**src/rtl/subtask_pkg.sv**
```systemverilog
package subtask_pkg;
    localparam int TASK_W_D  = 4;
    localparam int SUB_W_D   = 2;
    localparam int BANK_W_D  = 4;
    localparam int IDX_W_D   = 4;
    localparam int SEL_W_D   = 5;
    localparam int DATA_W_D  = 16;
    localparam int BANK_SH_D = 0;   // subtask lands in bank pointer bits [1:0]
    localparam int SEL_SH_D  = 1;   // subtask lands in base selector bits [2:1]
endpackage

```
**src/rtl/subtask_gate.sv**
```systemverilog
module subtask_gate #(
    parameter int TASK_W = 4
) (
    input  logic              sub_en_i,
    input  logic [TASK_W-1:0] cur_task_i,
    input  logic [TASK_W-1:0] sel_task_i,
    output logic              active_o
);
    always_comb begin
        active_o = sub_en_i && (cur_task_i == sel_task_i);
    end
endmodule

```
**src/rtl/field_merge.sv**
```systemverilog
module field_merge #(
    parameter int FIELD_W = 4,
    parameter int SUB_W   = 2,
    parameter int SHIFT   = 0
) (
    input  logic               active_i,
    input  logic [SUB_W-1:0]   sub_i,
    input  logic [FIELD_W-1:0] field_i,
    output logic [FIELD_W-1:0] field_o
);
    logic [FIELD_W-1:0] mask;

    always_comb begin
        mask    = FIELD_W'(sub_i) << SHIFT;
        field_o = active_i ? (field_i | mask) : field_i;
    end
endmodule

```
**src/rtl/base_reg_file.sv**
```systemverilog
module base_reg_file #(
    parameter int SEL_W  = 5,
    parameter int DATA_W = 16
) (
    input  logic              clk,
    input  logic              rst_n,
    input  logic              we_i,
    input  logic [SEL_W-1:0]  waddr_i,
    input  logic [DATA_W-1:0] wdata_i,
    input  logic [SEL_W-1:0]  raddr_i,
    output logic [DATA_W-1:0] rdata_o
);
    localparam int NREG = 1 << SEL_W;

    logic [DATA_W-1:0] regs [NREG];

    for (genvar g = 0; g < NREG; g++) begin : g_entry
        always_ff @(posedge clk) begin
            if (!rst_n) begin
                regs[g] <= '0;
            end else if (we_i && (waddr_i == SEL_W'(g))) begin
                regs[g] <= wdata_i;
            end
        end
    end

    always_comb begin
        rdata_o = regs[raddr_i];
    end
endmodule

```
**src/rtl/subtask_addr_mod.sv**
```systemverilog
module subtask_addr_mod
    import subtask_pkg::*;
#(
    parameter int TASK_W  = TASK_W_D,
    parameter int SUB_W   = SUB_W_D,
    parameter int BANK_W  = BANK_W_D,
    parameter int IDX_W   = IDX_W_D,
    parameter int SEL_W   = SEL_W_D,
    parameter int DATA_W  = DATA_W_D,
    parameter int BANK_SH = BANK_SH_D,
    parameter int SEL_SH  = SEL_SH_D
) (
    input  logic                    clk,
    input  logic                    rst_n,
    input  logic [TASK_W-1:0]       cur_task,
    input  logic [TASK_W-1:0]       sel_task,
    input  logic                    sub_en,
    input  logic [SUB_W-1:0]        subtask,
    input  logic [BANK_W-1:0]       rbase,
    input  logic [IDX_W-1:0]        rstk,
    input  logic [SEL_W-1:0]        mem_base,
    input  logic [DATA_W-1:0]       va,
    input  logic                    br_we,
    input  logic [SEL_W-1:0]        br_waddr,
    input  logic [DATA_W-1:0]       br_wdata,
    output logic [BANK_W+IDX_W-1:0] rf_addr,
    output logic [SEL_W-1:0]        br_sel,
    output logic [DATA_W-1:0]       eff_va
);
    logic              active;
    logic [BANK_W-1:0] bank_eff;
    logic [SEL_W-1:0]  sel_eff;
    logic [DATA_W-1:0] base_val;

    subtask_gate #(.TASK_W(TASK_W)) u_gate (
        .sub_en_i   (sub_en),
        .cur_task_i (cur_task),
        .sel_task_i (sel_task),
        .active_o   (active)
    );

    field_merge #(.FIELD_W(BANK_W), .SUB_W(SUB_W), .SHIFT(BANK_SH)) u_bank_merge (
        .active_i (active),
        .sub_i    (subtask),
        .field_i  (rbase),
        .field_o  (bank_eff)
    );

    field_merge #(.FIELD_W(SEL_W), .SUB_W(SUB_W), .SHIFT(SEL_SH)) u_sel_merge (
        .active_i (active),
        .sub_i    (subtask),
        .field_i  (mem_base),
        .field_o  (sel_eff)
    );

    base_reg_file #(.SEL_W(SEL_W), .DATA_W(DATA_W)) u_brf (
        .clk     (clk),
        .rst_n   (rst_n),
        .we_i    (br_we),
        .waddr_i (br_waddr),
        .wdata_i (br_wdata),
        .raddr_i (sel_eff),
        .rdata_o (base_val)
    );

    always_comb begin
        rf_addr = {bank_eff, rstk};
        br_sel  = sel_eff;
        eff_va  = base_val + va;
    end
endmodule

```
**config.mk**
```make
export PLATFORM = sky130hd
export DESIGN_NAME = subtask_addr_mod
export DESIGN_NICKNAME = d
export VERILOG_FILES = /design/src/rtl/subtask_pkg.sv /design/src/rtl/subtask_gate.sv /design/src/rtl/field_merge.sv /design/src/rtl/base_reg_file.sv /design/src/rtl/subtask_addr_mod.sv
export SDC_FILE = /design/constraint.sdc
export NUM_CORES = 1
export LEC_CHECK = 0
export ABC_AREA = 1
export ABC_CLOCK_PERIOD_IN_PS = 8620
export BUFFER_PORTS_ARGS = -buffer_cell sky130_fd_sc_hd__buf_2
export CAP_MARGIN = 25
export CORE_UTILIZATION = 65
export CTS_BUF_LIST = sky130_fd_sc_hd__clkbuf_4 sky130_fd_sc_hd__clkbuf_8
export CTS_CLUSTER_SIZE = 8
export DETAILED_ROUTE_END_ITERATION = 10
export PLACE_DENSITY_LB_ADDON = 0.1
export SKIP_LAST_GASP = 1
export SLEW_MARGIN = 10
export SYNTH_ARGS = -nofsm -noshare
export SYNTH_HDL_FRONTEND = slang
export SYNTH_SLANG_ARGS = --single-unit
```
**constraint.sdc**
```tcl
create_clock -name clk -period 8.62 [get_ports clk]
set_input_delay 1.724 -clock clk [delete_from_list [all_inputs] [get_ports clk]]
set_output_delay 1.724 -clock clk [all_outputs]
set_load 0.01 [all_outputs]
```
After elaboration in Yosys (flattened, before gate mapping) --
Memory sizes are Yosys's and may differ from the RTL's. Index checks and enable logic that the tools add are counted.
Word-level totals: bits in registers 0, bits in latches 0, memory bits (writable) 512, bits in read-only memories 0, input port bits 64, output and inout port bits 29, word-level logic and storage cells 233, memories kept 1
Cells by class: $add $sub $neg 1, multiply operators 0, div/mod/pow operators 0, magnitude comparators 0, eq/ne operators 32, shifts and indexed selects 0, muxes and demuxes 131, bitwise gates (word level) 34, reductions and logical operators 34
Memories:
- u_brf.regs | depth 32, width 16, read ports 1, clocked after memory_dff 0, wr ports 32, line base_reg_file.sv:15 | logic [DATA_W-1:0] regs [NREG];
Operator list (number):
- 2-to-1 mux 16 bit | 32
- 2-to-1 mux 1 bit | 97
- equality test 5 bit, second input constant | 16
- equality test 5 x 4 -> 1 bit, second input constant | 8
- logical AND 1 bit | 33
- OR 1 bit | 32
- equality test 5 x 3 -> 1 bit, second input constant | 4
- adder 16 bit | 1
- equality test 5 x 2 -> 1 bit, second input constant | 2
- equality test 5 x 1 -> 1 bit, second input constant | 1
- zero test 5 bit | 1
- 2-to-1 mux 5 bit | 1
- OR 5 x 3 -> 5 bit | 1
- equality test 4 bit | 1
- 2-to-1 mux 4 bit | 1
- OR 4 x 2 -> 4 bit | 1

Logic depth before layout (Yosys ltp) --
Gate-level depths: netlist of run 1.
depth after elaboration 6, depth in mapped cells 25, gate-level depth less buffers 23

Hierarchy --
Synthesis of run 1 repeated with hierarchy kept, for this count alone.
Second synthesis, totals: cell total of the unflattened synthesis 2686, area, all modules 25154.1 sq um
Modules (own cells, without submodules):
- base_reg_file | instances 1, cells an instance 2470, area each 24045.6 sq um, sequential area each 15374.7 sq um
- subtask_addr_mod | instances 1, cells an instance 179, area each 939.7 sq um, sequential area each 0.0 sq um
- subtask_gate | instances 1, cells an instance 20, area each 86.3 sq um, sequential area each 0.0 sq um
- field_merge (u_sel_merge) | instances 1, cells an instance 9, area each 45.0 sq um, sequential area each 0.0 sq um
- field_merge (u_bank_merge) | instances 1, cells an instance 8, area each 37.5 sq um, sequential area each 0.0 sq um

Worst setup path before layout of run 1 --
No wires, ideal clock.
path kind input port to output port, from input cur_task[2], to output eff_va[12], arrival time 4.479 ns, data required time 6.896 ns, slack 2.417 ns, stages on the path 22, path buffers 1, cells stage by stage nand2_1 inv_2 nor2_2 nor2_8 nand4_4 nand2_2 inv_2 clkbuf_1 nand3_1 nand3_1 nand3_1 nand2_1 inv_1 ha_1 fa_1 nand3_1 nand2_1 a21oi_1 o21ai_0 a21oi_1 o21bai_1 xor2_1
On the way: cells in the longest elaborated chain, start to end 5
RTL lines:
- start, declared | line subtask_addr_mod.sv:15 | input logic [TASK_W-1:0] cur_task,
- equality test 4 bit | line subtask_gate.sv:10 | active_o = sub_en_i && (cur_task_i == sel_task_i);
- logical AND 1 bit | line subtask_gate.sv:10
- 2-to-1 mux 5 bit | line field_merge.sv:15 | field_o = active_i ? (field_i | mask) : field_i;
- memory read (32 x 16 bit)
- adder 16 bit | line subtask_addr_mod.sv:69 | eff_va = base_val + va;
- end, declared | line subtask_addr_mod.sv:28 | output logic [DATA_W-1:0] eff_va
Every way passes these cells.

Worst setup path in the final report of run 1 --
Same ends and word-level chain as after synthesis.

==> summary.md, run 1 <==
| Metric | Value |
|---|---|
| Status | completed |
| Vias per cell | 6.06 |
| Max-cap viol count | 0 |
| Compound-gate portion of the synthesized area | under 10% |
| Final Total Pwr | between 0.005 and 0.006 W |
| Vias in the first global route | about 18000 |
| Worst setup EP type | output port |
| Sink count of the clock tree | around 510 |
| Resize count post-CTS | 0 |
| Core Box Area | 37800 sq um |
| ANT nets after route | 0 |
| Final setup violation count | 0 |
| Setup bufs post-CTS | 0 |
| CP startpoint kind | input pin |
| CTS Hold Buffers Added | 0 |
| HPWL after DPL | between 40000 and 50000 um |
| Adder-cell share of the synthesized area | less than 1% |
| Die H | approximately 200 um |
| Hold Path Class | input pin to flip-flop |
| CTS buffer count | 82 |
| Most used cell, CP | nand3_1 |
| Clock period minus worst slack | about 7.6 ns |
| CP max-delay cell | nand2_4 |
| Placed insts | 2963 |
| Fin crit share | between 80 and 90% |
| Crit path from | cur_task[2] |
| Largest net degree at the start of global routing | just over 100 |
| Biggest regs | u_brf.regs (512) |
| Seq/Total Area, Yosys | about three fifths |
| Critical setup path kind | input pin to output port |
| Die area | around 39000 sq um |
| Synth cell types | 35 |
| Final GP Congestion | 0.886 |
| Via Count | approximately 19000 |
| TritonRoute pass-1 iters | 6 |
| Worst hold path cell count | 4 |
| Non-Filler Instances | just over 3000 |
| Antenna violations before repair | 1 |
| Syn Inst Count | between 2000 and 3000 |
| Normalized max-slew margin | just under 30% |
| Tightest Pin Transition | 1.06 ns |
| Max reg flops | ~510 |
| Number of synthesized flops with an enable pin | around 510 |
| Root Buffer | clkbuf_8 |
| Max Slew Vio Count | 0 |
| Worst Setup EP | eff_va[12] |
| Tot GR Track Use | between 30% and 40% |
| Iter 0 DRT Violations | ~2300 |
| Wirelength per Cell | roughly 22 um |
| Async set or reset register ratio after synthesis | 0% |
| Max FO, Critical Path | 63 |
| Chip Width | 199 um |
| Syn Area/Cell | roughly 10 sq um |
| Synthesis Warnings | 0 |
| PortBufs | 80 |
| Worst EP arrival | about 6 ns |
| Mapped cell area | 25200 sq um |
| Starting Density | approximately two thirds |
| Clock buffer depth | 3 |
| GRT overflow | 0 |
| Worst endpoint required time | between 6 and 7 ns |
| RSZ-0062 raised after global routing | no |
| Maximum VDD drop | approximately 0.16 mV |
| Global-route wire length before repair | between 100000 and 150000 um |
| Row count | a little over 70 |
| # DRC | 0 |
| Clk slew on worst S/H paths | roughly 0.060 ns |
| Fmax achieved | 0.131 GHz |
| Yosys reg bits | between 500 and 600 |
| CTS tree | done |
| Area grow syn2layout | 8.36% |
| Top_reg_cell synth | edfxtp_1 |
| XOR/XNOR Fraction of Synth Area | less than 1% |
| Ports | 93 |
| Fin util | between 70% and 80% |
| Pleak | ~11 nW |
| Power per Cell Area | slightly above 200 nW/um^2 |
| Final #Nets | between 2000 and 3000 |
| Final hold slack | between 1.5 and 2 ns |
| Simple-gate area share of the yosys netlist | between 10% and 20% |
| Share of cells above drive strength 1 | a little over an eighth |
| Main combinational cell family by area after synthesis | simple AND/OR/NAND/NOR gates |
| Hold wc startpoint | br_wdata[7] |
| Post-Synthesis Net Count | 2601 |
| Largest Register | u_brf.regs |
| Setup TNS | 0 ns |
| Htree depth | 3 |
| Multiplexer area fraction after synthesis | less than 1% |
| Final Hold Fails | 0 |
| Final wirelength | between 60000 and 70000 um |
| Worst path max stage delay | ~0.69 ns |
==> layout by cell type (no fill, tap or decap), types with 3 or more instances in the layout <==
cell and count:
buf_12 7, clkinv_1 14, nand3_1 271, nand2_2 4, buf_4 48, nor2_1 542, inv_1 303, clkbuf_8 85
edfxtp_1 512, inv_2 4, a21oi_1 11, xnor2_1 5, clkbuf_4 28, xor2_1 8, o211ai_1 189, a31oi_1 4
o21ai_1 11, mux2_2 16, ha_1 15, o21ai_0 4, nand3_2 3, nor2_2 3, buf_2 79, nand2_1 343
o211ai_2 51, a21o_1 4
==> stage by stage <==
step / area, sq um / setup slack, ns
final: 27300 / 1.01
after global routing: 27300 / 0.700
after CTS: 27200 / 1.10
after detailed placement: 25700 / 1.11
after global placement: 25700 / 1.15
after floorplan: 25200 / 2.42
==> worst min-delay path by stage <==
stage	end	slack, ns
6_report	u_brf.regs[2][7]	1.70
2_1_floorplan	u_brf.regs[0][15]	1.97
3_5_place_dp	u_brf.regs[1][7]	2.34
5_1_grt	u_brf.regs[0][15]	1.72
3_3_place_gp	u_brf.regs[4][7]	2.34
4_1_cts	u_brf.regs[1][7]	1.67
==> final cells by class <==
cell class / instances / area, sq um
timing repair buffer: 137 / 950
clock inverter: 18 / 104
sequential: 512 / 15400
inverter: 308 / 1160
multi-input combinational: 1497 / 7650
tap: 511 / 639
clock buffer: 113 / 1380
antenna: 1 / 2.50
fill: 2765 / 10600
==> synthesized netlist by cell type (5+ instances only) <==
master | instances | area share (%)
buf_6 | 12 | 0.54
o211ai_2 | 51 | 2.5
xnor2_1 | 5 | 0.17
nor2_1 | 543 | 8.1
nand3_1 | 271 | 5.4
clkbuf_1 | 130 | 1.9
mux2_2 | 16 | 0.72
nand2_1 | 343 | 5.1
buf_4 | 12 | 0.36
o21ai_0 | 16 | 0.32
inv_1 | 303 | 4.5
o211ai_1 | 189 | 5.6
buf_1 | 8 | 0.12
a21oi_1 | 11 | 0.22
buf_2 | 40 | 0.80
ha_1 | 15 | 0.75
edfxtp_1 | 512 | 61
xor2_1 | 8 | 0.28
==> critical path: cells and delay by family <==
kind,cells,cell delay (ns)
AND/OR/NAND/NOR,12,1.87
AO/OA/AOI/OAI,6,0.97
buffers and inverters,5,0.77
adder cells (fa/ha/maj),1,0.28
XOR/XNOR,1,0.16
==> per-layer routing <==
metal,wire [um],GRT usage [%],up-vias
met1,25800,47.7,8899
li1,-,-,8515
met5,0,0,-
met4,2480,16.2,0
met2,31300,54.2,1175
met3,7880,6.49,166
==> kinds of logic (layout without fill, tap and decap cells) <==
logic type | after synthesis | count (layout)
xor gates and xnor gates | 13 | 13
DFF | 512 | 512
adders and majority gates | 16 | 16
AOI/OAI and AO/OA | 277 | 277
muxes | 16 | 16
buffers and inverters | 512 | 576
other | 0 | 1
and+or+nand+nor | 1175 | 1175
==> report_power, final <==
part / internal [W] / switching [W] / leakage (nW)
clock network: 0.00105 / 0.000921 / 0.783
registers: 0.00288 / 0.0000409 / 4.88
logic: 0.000201 / 0.000475 / 5.44
Power figures use the tool's default switching activity.
==> inputs of run 2 (changes only) <==
- CTS_BUF_LIST: sky130_fd_sc_hd__clkbuf_4 sky130_fd_sc_hd__clkbuf_8 -> unset
==> run 2 against run 1 <==
Against the previous run:
- clock power grew 27%
- utilization grew 1.2 points
- non-clock buffer count is the same
- critical path depth is the same
- critical endpoint unchanged
==> summary.md, run 2 (synthesis results as in run 1) <==
| Metric | Value |
|---|---|
| Sink count of the clock tree | 512 (unchanged) |
| Largest Register | u_brf.regs |
| Final Hold Fails | 0 (unchanged) |
| Status | completed |
| PortBufs | 80 (unchanged) |
| Die area | 39500 sq um (unchanged) |
| Vias per cell | 6.16 (+1.7%) |
| CTS buffer count | 73 (-11%) |
| Core Box Area | 37800 sq um (unchanged) |
| ANT nets after route | 0 (unchanged) |
| Maximum VDD drop | 0.177 mV (+9.2%) |
| GRT overflow | 0 (unchanged) |
| Fin crit share | 87.9% (-0.45 points) |
| Final setup violation count | 0 (unchanged) |
| Clock buffer depth | 3 (unchanged) |
| Root Buffer | clkbuf_16 |
| Final #Nets | 2609 (-0.34%) |
| Row count | 71 (unchanged) |
| Max-cap viol count | 0 (unchanged) |
| Hold wc startpoint | br_wdata[15] |
| Share of cells above drive strength 1 | 12.0% (-1.3 points) |
| Iter 0 DRT Violations | 2229 (-1.5%) |
| Max Slew Vio Count | 0 (unchanged) |
| Placement Setup Slack | 1.11 ns (unchanged) |
| Biggest regs | u_brf.regs (512) |
| Final GP Congestion | 0.886 (unchanged) |
| Pleak | 11.3 nW (+1.5%) |
| Worst EP arrival | 5.85 ns (-0.04 ns) |
| Worst setup EP type | output port |
| Die H | 199 um (unchanged) |
| Crit path from | cur_task[2] |
| Wirelength per Cell | 22.4 um (+2.9%) |
| Starting Density | 66.5% (unchanged) |
| Chip Width | 199 um (unchanged) |
| Critical setup path kind | input pin to output port |
| RSZ-0062 raised after global routing | no |
| Setup TNS | 0 ns (unchanged) |
| Final wirelength | 68200 um (+1.1%) |
| Max reg flops | 512 (unchanged) |
| Most frequent cells in the layout | nor2_1, edfxtp_1, nand2_1 |
| TritonRoute pass-1 iters | 7 (+1) |
| Hold Path Class | input pin to flip-flop |
| Most common cell after layout, fill and taps aside | nor2_1 |
| Final setup margin | 1.04 ns (+0.0388 ns) |
| Global-route wire length before repair | 103000 um (+1.4%) |
| Clk slew on worst S/H paths | 0.05 ns (about the same) |
| Tot GR Track Use | 35.4% (+0.52 points) |
| Htree depth | 3 (unchanged) |
| Via Count | 18747 (-0.043%) |
| CP startpoint kind | input pin |
| Vias in the first global route | 17581 (-0.25%) |
| Max FO, Critical Path | 63 (unchanged) |
| Clock period minus worst slack | 7.58 ns (-0.0388 ns) |
| Resize count post-CTS | 0 (unchanged) |
| Tightest Pin Transition | 1.05 ns (-0.00694 ns) |
| Area grow syn2layout | 10.1% |
| Largest net degree at the start of global routing | 102 (unchanged) |
| CTS Hold Buffers Added | 0 (unchanged) |
| HPWL after DPL | 42100 um (unchanged) |
| Worst hold path cell count | 4 (unchanged) |
| Ports | 93 (unchanged) |
| Setup bufs post-CTS | 0 (unchanged) |
| Design area | 27700 sq um (+1.6%) |
| # DRC | 0 (unchanged) |
| Normalized max-slew margin | 30.1% (+0.46 points) |
| Fmax achieved | 0.132 GHz (+0.51%) |
| Antenna violations before repair | 2 (+1) |
| Worst endpoint required time | 6.90 ns (about the same) |
| DP Area | 25700 sq um (unchanged) |
| CTS tree | done |
| Power per Cell Area | 221 nW/um^2 (+8.2%) |
## run 2: cell count changes in the layout (fill, tap and decap cells not counted), moves of 2 or more
cell        before  now
clkbuf_16        0   76
clkinvlp_4       2    0
clkbuf_8        85    0
clkinv_2         2    0
clkbuf_4        28    0
clkinv_1        14    1
## run 2: routing by layer
layer / GRT usage, % / wire [um] / part of all wire [%]
met1: 47.9 / 26300 / 39
met2: 55.2 / 31600 / 46
met3: 7.38 / 7640 / 11
met4: 16.1 / 2610 / 3.8
met5: 0 / 0 / 0
## run 2: path summary, 6_finish.rpt
kind                        endpoint
setup / recovery          eff_va[12]
hold / removal    u_brf.regs[17][15]
## run 2: power breakdown
| part | total, W | switching (W) | leakage, nW | internal (W) |
|---|---|---|---|---|
| Clock | 0.00251 | 0.000978 | 0.948 | 0.00154 |
| Sequential | 0.00292 | 0.0000413 | 4.88 | 0.00288 |
| Combinational | 0.000679 | 0.000478 | 5.44 | 0.000201 |
| Total | 0.00612 | 0.00150 | 11.3 | 0.00462 |
## run 2: area by class of cell
| type | instances | area [sq um] |
|---|---|---|
| repair buffers | 137 | 950 |
| well taps | 511 | 639 |
| clock buffers | 76 | 1900 |
| inverters | 308 | 1160 |
| multi-input cells | 1497 | 7650 |
| diodes | 1 | 2.50 |
| clock inverters | 2 | 25.0 |
| fillers | 2683 | 10100 |
| flip-flops and latches | 512 | 15400 |
## run 2: stage by stage
stage,utilization (%),total power [W],hold WS [ns],std cells
final,73.2,0.00612,1.76,3044
after floorplan,-,0.00339,1.97,2521
after CTS,73.1,0.00611,1.74,3041
after detailed placement,68.0,0.00363,2.34,2963
after global placement,67.9,0.00362,2.34,2962
after global routing,73.2,0.00629,1.77,3043
## run 2: critical path, stage by stage
cell and delay, ns:
buf_2 0.11, nand2_1 0.07, inv_2 0.03, nor2_2 0.18
nor2_8 0.07, nand3_2 0.08, nand2_2 0.06, nand2_4 0.67
buf_4 0.38, o211ai_1 0.11, nand3_1 0.08, nand3_1 0.13
nand3_1 0.23, nand2_1 0.14, inv_1 0.09, ha_1 0.28
a21o_1 0.20, nand3_1 0.07, nand2_1 0.05, a21oi_1 0.20
o21ai_0 0.13, a21oi_1 0.22, o21bai_1 0.10, xor2_1 0.16
buf_2 0.16
